$ cat config.mk
export PLATFORM = sky130hd
export DESIGN_NAME = sio_hostif
export DESIGN_NICKNAME = d
export VERILOG_FILES = /design/src/rtl/sio_hostif_pkg.sv /design/src/rtl/sio_bus_decode.sv /design/src/rtl/sio_ctl_regs.sv /design/src/rtl/sio_data_bufs.sv /design/src/rtl/sio_hostif.sv
export SDC_FILE = /design/constraint.sdc
export NUM_CORES = 1
export LEC_CHECK = 0
export ABC_AREA = 1
export BUFFER_PORTS_ARGS = -buffer_cell sky130_fd_sc_hd__clkbuf_2
export CAP_MARGIN = 20
export CORE_MARGIN = 4
export CORE_UTILIZATION = 45
export CTS_CLUSTER_DIAMETER = 80
export CTS_CLUSTER_SIZE = 28
export DETAILED_ROUTE_END_ITERATION = 7
export PLACE_DENSITY = 0.86
export SLEW_MARGIN = 40
export SYNTH_ARGS = -nofsm -noshare
export SYNTH_HDL_FRONTEND = slang
export SYNTH_HIERARCHICAL = 1
export SYNTH_SLANG_ARGS = --single-unit
$ cat constraint.sdc
create_clock -name clk -period 1.8 [get_ports clk]
set_input_delay 0 -clock clk [delete_from_list [all_inputs] [get_ports clk]]
set_output_delay 0 -clock clk [all_outputs]
set_load 0.05 [all_outputs]
$ cat src/rtl/sio_hostif_pkg.sv
package sio_hostif_pkg;
  // One-cycle events produced by the bus decoder
  typedef struct packed {
    logic ctl_wr;      // control write capture
    logic dat_wr;      // data write capture
    logic dat_rd_end;  // data read just finished
  } sio_evt_t;
endpackage

$ cat src/rtl/sio_bus_decode.sv
module sio_bus_decode
  import sio_hostif_pkg::*;
(
  input  logic     clk,
  input  logic     rst_n,
  input  logic     cs_n,
  input  logic     rd_n,
  input  logic     wr_n,
  input  logic     ctl_sel,
  output logic     rd_act,
  output sio_evt_t evt
);
  logic wr_act;
  logic wr_q, rd_q, rd_dat_q;
  logic wr_pulse;

  assign wr_act   = !cs_n && !wr_n;
  assign rd_act   = !cs_n && !rd_n;
  assign wr_pulse = wr_act && !wr_q;

  always_ff @(posedge clk or negedge rst_n) begin
    if (!rst_n) begin
      wr_q     <= 1'b0;
      rd_q     <= 1'b0;
      rd_dat_q <= 1'b0;
    end else begin
      wr_q     <= wr_act;
      rd_q     <= rd_act;
      rd_dat_q <= rd_act && !ctl_sel;
    end
  end

  always_comb begin
    evt.ctl_wr     = wr_pulse && ctl_sel;
    evt.dat_wr     = wr_pulse && !ctl_sel;
    evt.dat_rd_end = rd_q && !rd_act && rd_dat_q;
  end

  // a single held write strobe yields one capture only
  a_r3_one_capture: assert property (@(posedge clk) disable iff (!rst_n)
    (evt.ctl_wr || evt.dat_wr) |=> !(evt.ctl_wr || evt.dat_wr));
endmodule

$ cat src/rtl/sio_ctl_regs.sv
module sio_ctl_regs #(
  parameter int DW      = 8,
  parameter int DTR_BIT = 1,
  parameter int RTS_BIT = 5
) (
  input  logic          clk,
  input  logic          rst_n,
  input  logic          ctl_wr,
  input  logic [DW-1:0] wdata,
  output logic [DW-1:0] mode_q,
  output logic [DW-1:0] cmd_q,
  output logic          sync_mode,
  output logic          dtr_n,
  output logic          rts_n
);
  logic expect_mode;

  always_ff @(posedge clk or negedge rst_n) begin
    if (!rst_n) begin
      expect_mode <= 1'b1;
      mode_q      <= '0;
      cmd_q       <= '0;
    end else if (ctl_wr) begin
      if (expect_mode) begin
        mode_q      <= wdata;
        expect_mode <= 1'b0;
      end else begin
        cmd_q <= wdata;
      end
    end
  end

  assign sync_mode = (mode_q[1:0] == 2'b00);
  assign dtr_n     = !cmd_q[DTR_BIT];
  assign rts_n     = !cmd_q[RTS_BIT];

  // once the mode is taken it never changes until reset
  a_r4_mode_locked: assert property (@(posedge clk) disable iff (!rst_n)
    !expect_mode |=> (!expect_mode && $stable(mode_q)));
  // a command write shows on the modem pins the next cycle
  a_r5_modem_pins: assert property (@(posedge clk) disable iff (!rst_n)
    (ctl_wr && !expect_mode) |=>
      (dtr_n == !$past(wdata[DTR_BIT]) && rts_n == !$past(wdata[RTS_BIT])));
endmodule

$ cat src/rtl/sio_data_bufs.sv
module sio_data_bufs #(
  parameter int DW = 8
) (
  input  logic          clk,
  input  logic          rst_n,
  input  logic          dat_wr,
  input  logic          rd_end,
  input  logic [DW-1:0] wdata,
  output logic [DW-1:0] tx_data,
  output logic          tx_valid,
  input  logic          tx_ready,
  input  logic [DW-1:0] rx_data,
  input  logic          rx_valid,
  output logic          rx_ready,
  output logic [DW-1:0] rx_buf,
  output logic          rx_full
);
  always_ff @(posedge clk or negedge rst_n) begin
    if (!rst_n) begin
      tx_data  <= '0;
      tx_valid <= 1'b0;
    end else if (dat_wr) begin
      tx_data  <= wdata;
      tx_valid <= 1'b1;
    end else if (tx_valid && tx_ready) begin
      tx_valid <= 1'b0;
    end
  end

  always_ff @(posedge clk or negedge rst_n) begin
    if (!rst_n) begin
      rx_buf  <= '0;
      rx_full <= 1'b0;
    end else if (rx_valid && !rx_full) begin
      rx_buf  <= rx_data;
      rx_full <= 1'b1;
    end else if (rd_end) begin
      rx_full <= 1'b0;
    end
  end

  assign rx_ready = !rx_full;

  // a pending byte waits unchanged until taken or replaced
  a_r7_tx_hold: assert property (@(posedge clk) disable iff (!rst_n)
    (tx_valid && !tx_ready && !dat_wr) |=> (tx_valid && $stable(tx_data)));
  // a full receive buffer keeps its byte until a data read ends
  a_r8_rx_hold: assert property (@(posedge clk) disable iff (!rst_n)
    (rx_full && !rd_end) |=> (rx_full && $stable(rx_buf)));
endmodule

$ cat src/rtl/sio_hostif.sv
module sio_hostif
  import sio_hostif_pkg::*;
#(
  parameter int DW      = 8,
  parameter int DTR_BIT = 1,
  parameter int RTS_BIT = 5,
  parameter int DSR_BIT = 7,
  parameter int TXE_BIT = 0,
  parameter int RXF_BIT = 1
) (
  input  logic          clk,
  input  logic          rst_n,
  input  logic          cs_n,
  input  logic          rd_n,
  input  logic          wr_n,
  input  logic          ctl_sel,
  input  logic [DW-1:0] din,
  output logic [DW-1:0] dout,
  output logic          oe_n,
  input  logic          dsr_n,
  output logic          dtr_n,
  output logic          rts_n,
  output logic [DW-1:0] mode_q,
  output logic          sync_mode,
  output logic [DW-1:0] cmd_q,
  output logic [DW-1:0] tx_data,
  output logic          tx_valid,
  input  logic          tx_ready,
  input  logic [DW-1:0] rx_data,
  input  logic          rx_valid,
  output logic          rx_ready
);
  sio_evt_t      evt;
  logic          rd_act;
  logic [DW-1:0] rx_buf;
  logic          rx_full;
  logic [DW-1:0] status;

  sio_bus_decode u_dec (
    .clk(clk), .rst_n(rst_n), .cs_n(cs_n), .rd_n(rd_n), .wr_n(wr_n),
    .ctl_sel(ctl_sel), .rd_act(rd_act), .evt(evt)
  );

  sio_ctl_regs #(.DW(DW), .DTR_BIT(DTR_BIT), .RTS_BIT(RTS_BIT)) u_ctl (
    .clk(clk), .rst_n(rst_n), .ctl_wr(evt.ctl_wr), .wdata(din),
    .mode_q(mode_q), .cmd_q(cmd_q), .sync_mode(sync_mode),
    .dtr_n(dtr_n), .rts_n(rts_n)
  );

  sio_data_bufs #(.DW(DW)) u_buf (
    .clk(clk), .rst_n(rst_n), .dat_wr(evt.dat_wr), .rd_end(evt.dat_rd_end),
    .wdata(din), .tx_data(tx_data), .tx_valid(tx_valid), .tx_ready(tx_ready),
    .rx_data(rx_data), .rx_valid(rx_valid), .rx_ready(rx_ready),
    .rx_buf(rx_buf), .rx_full(rx_full)
  );

  always_comb begin
    status          = '0;
    status[TXE_BIT] = !tx_valid;
    status[RXF_BIT] = rx_full;
    status[DSR_BIT] = !dsr_n;
  end

  assign oe_n = !rd_act;
  assign dout = rd_act ? (ctl_sel ? status : rx_buf) : '0;

  // a status read never empties a full receive buffer
  a_r9_status_keeps_rx: assert property (@(posedge clk) disable iff (!rst_n)
    (rx_full && !oe_n && ctl_sel) |=> !rx_ready);
endmodule

==> results.py <==
metrics = {
    "route": {
        "drt-initial-drc-count": 134,
        "viasPerCell": 4.86,
        "route.detailed.wl_per_inst_um": 13.9,
        "post-route-drc-count": 0,
        "vias": 1580,
        "drt_wl_total_um": 4520,
        "postRouteAntennaNets": 0,
        "drt_first_pass_iters": 7,
    },
    "global_routing": {
        "grt.total_usage_pct": 21.3,
        "grt_antenna_before_repair": 0,
        "grt_first_pass_wirelength_um": 7260,
        "globalRouteOverflowTotal": 0,
        "pin_count_of_the_biggest_net_entering_global_routing": 20,
        "grt_pass1_vias": 1601,
    },
    "clock_network": {
        "clk_pin_slew_ps": 110,
        "ctsHtreeMaxLevel": 2,
        "max-clock-path-buffers": 2,
        "cts_setup_buffers": 0,
        "insertion_delay_ps": 340,
        "cts_num_sinks": 38,
        "clk_root_buffer_cell": "sky130_fd_sc_hd__clkbuf_4",
        "numCtsBuffers": 5,
        "tritoncts": "yes",
    },
    "synth": {
        "yosysTopAreaCell": "sky130_fd_sc_hd__dfrtp_1",
        "synth_top_area_share_pct": 57.0,
        "synth_area_sq_um": 1630,
        "ys.warnings.count": 6,
        "synth_area_per_cell_sq_um": 8.60,
        "synth_fp_nets": 214,
        "syn-instance-count": 189,
        "yosys.cell_types.count": 16,
        "yosysMostFrequentCell": "sky130_fd_sc_hd__nand2_1",
        "synth_edf_count": 0,
        "postSynth.asyncResetShare_pct": 100,
        "synth.top_cells.by_count": "sky130_fd_sc_hd__nand2_1 (80), sky130_fd_sc_hd__dfrtp_1 (37), sky130_fd_sc_hd__nand3_1 (24)",
        "synth.ff_latch_count": 38,
        "yosys-top-cells-area": "sky130_fd_sc_hd__dfrtp_1 (57%), sky130_fd_sc_hd__nand2_1 (18%), sky130_fd_sc_hd__nand3_1 (7.4%), sky130_fd_sc_hd__nor2_1 (3.9%), sky130_fd_sc_hd__buf_6 (3.5%)",
        "synth_top_flop_cell": "sky130_fd_sc_hd__dfrtp_1",
        "synth-seq-area-share_pct": 58.6,
    },
    "setup_path": {
        "crit_fanout": 7,
        "critical_path_required_ps": 1800,
        "worst-setup-path-type": "in2out",
        "worst_ep_arrival_time_ps": 1700,
        "setup.worst_path.start_class": "input pin",
        "crit_path_end_kind": "output pin",
    },
    "placed_design": {
        "port_buffers": 62,
        "place.detailed.instances": 294,
        "globalplace.congestion": 0.785,
        "place_hpwl_um": 2880,
    },
    "timing": {
        "finalClockSkew_ps": 10.7,
        "final_number_of_max_transition_violations": 0,
        "tightestPinTransition_ps": 608,
        "fin_tns_setup_ps": 0,
        "rsz0062_at_grt": "no",
        "setup_violations": 0,
        "period_needed_ps": 1700,
        "final-hold-violation-count": 0,
        "post-route-period-util_pct": 94.4,
        "relSlewSlack_pct": 59.3,
        "max_freq_ghz": 0.588,
    },
    "power": {
        "leakage_nw": 1.30,
        "power_density_nw_per_um2": 1360,
        "vdd.ir_drop.worst_v": 0.000699,
        "finalPower_mw": 3.08,
    },
    "die": {
        "die_outline_width_um": 68.1,
        "rows": 21,
        "design.die.area_sq_um": 4640,
        "start_util_pct": 47.6,
        "die_y_um": 68.1,
        "placeableCoreArea_sq_um": 3420,
        "num_io_pins": 63,
    },
    "final_layout": {
        "area_growth_syn_to_layout_pct": 39.0,
        "drive_gt1_share_pct": 30.1,
        "layout.cells.non_filler": 325,
        "final_stage_net_count": 303,
        "num_antenna_cells": 0,
    },
    "hold_path": {
        "worst_hold_path_type": "in2async",
    },
    "job": {
        "cap_viol_max_count": 0,
    },
    "run_status": {
        "run_status": "finished, final reports clean",
    },
}
==> state kept, by name (all words and copies together) (netlist names) <==
name and count:
u_buf/rx_buf 8, u_buf/rx_full 1, u_buf/tx_data 8, u_buf/tx_valid 1
u_ctl/cmd_q 8, u_ctl/expect_mode 1, u_ctl/mode_q 8, u_dec/rd_dat_q 1
u_dec/rd_q 1, u_dec/wr_q 1
==> per-stage QoR <==
stage / setup WS [ps] / utilization, % / hold slack (ps) / cell area (sq um)
floorplan: 409 / - / -296 / 1630
global placement: 552 / 57.1 / -161 / 1950
detailed placement: 494 / 57.1 / -164 / 1950
CTS: 222 / 66.2 / 13.9 / 2260
global route: 20.4 / 66.2 / 25.6 / 2260
finish: 99.9 / 66.2 / 14.1 / 2260
==> critical path: stages <==
cell	delay, ps
sky130_fd_sc_hd__dlygate4sd3_1	550
sky130_fd_sc_hd__clkbuf_2	130
sky130_fd_sc_hd__nor2_1	370
sky130_fd_sc_hd__nand2_2	170
sky130_fd_sc_hd__nor2_1	180
sky130_fd_sc_hd__clkbuf_2	310
==> final cells by class <==
cell class	count	area, sq um
inverters	16	65.1
clock inverters	3	40.0
well taps	46	57.6
fillers	276	1160
flip-flops and latches	38	952
clock buffers	5	37.5
repair buffers	88	563
multi-input cells	129	544
==> kinds of logic (layout without fill, tap and decap cells) <==
logic type / Yosys count / after routing / share of synthesized area [%]
AO/OA/AOI/OAI: 2 / 2 / 0.847
buffers and inverters: 22 / 112 / 7.93
flip-flops: 38 / 38 / 58.6
AND/OR/NAND/NOR: 127 / 127 / 32.6
==> report_power, final <==
part | internal, mW | switching, mW | total, mW
Sequential | 1.08 | 0.140 | 1.22
Clock | 0.288 | 0.270 | 0.558
Combinational | 0.297 | 1.01 | 1.30
Total | 1.66 | 1.42 | 3.08
==> routing by layer <==
layer  vias up  part of all wire, %  global-route usage [%]
met5         -                    0                       0
met4         0                  2.3                    11.9
met3        12                  6.6                    4.43
met2        89                   54                    35.0
met1       719                   37                    25.9
li1        760                    -                       -
==> worst paths after layout <==
kind | start | end | slack [ps] | cells after the start
max | cs_n | dout[6] | 100 | 6
min | rst_n | u_buf/rx_buf[5] | 10 | 2
max reg2reg | u_dec/wr_q | u_buf/tx_data[1] | 440 | 6
min reg2reg | u_ctl/mode_q[7] | u_ctl/mode_q[7] | 480 | 2
max in group asynchronous | rst_n | u_ctl/expect_mode | 1260 | 3
min in group clk | rx_valid | u_buf/rx_buf[4] | 30 | 3
==> repair_timing <==
action,4_1_cts,5_1_grt
hold endpoints to repair,74,0
hold buffers,23,0
resized for setup,0,0
==> placed cells by master, fill, tap and decap left out <==
cell / Yosys / final
sky130_fd_sc_hd__inv_2: 2 / 2
sky130_fd_sc_hd__inv_1: 12 / 12
sky130_fd_sc_hd__clkbuf_4: 0 / 5
sky130_fd_sc_hd__nand2_4: 2 / 2
sky130_fd_sc_hd__buf_4: 1 / 3
sky130_fd_sc_hd__nand2_2: 2 / 2
sky130_fd_sc_hd__nor2_1: 17 / 17
sky130_fd_sc_hd__nor3_1: 1 / 1
sky130_fd_sc_hd__nor2_2: 1 / 1
sky130_fd_sc_hd__dlygate4sd3_1: 0 / 23
sky130_fd_sc_hd__clkinv_2: 0 / 2
sky130_fd_sc_hd__o21ai_2: 1 / 1
sky130_fd_sc_hd__inv_4: 2 / 2
sky130_fd_sc_hd__bufinv_16: 0 / 1
sky130_fd_sc_hd__dfstp_2: 1 / 1
sky130_fd_sc_hd__nand2_1: 80 / 80
sky130_fd_sc_hd__clkbuf_2: 0 / 62
sky130_fd_sc_hd__dfrtp_1: 37 / 37
sky130_fd_sc_hd__nand3_1: 24 / 24
sky130_fd_sc_hd__o21ai_0: 1 / 1
(Power assumes the default switching activity.)
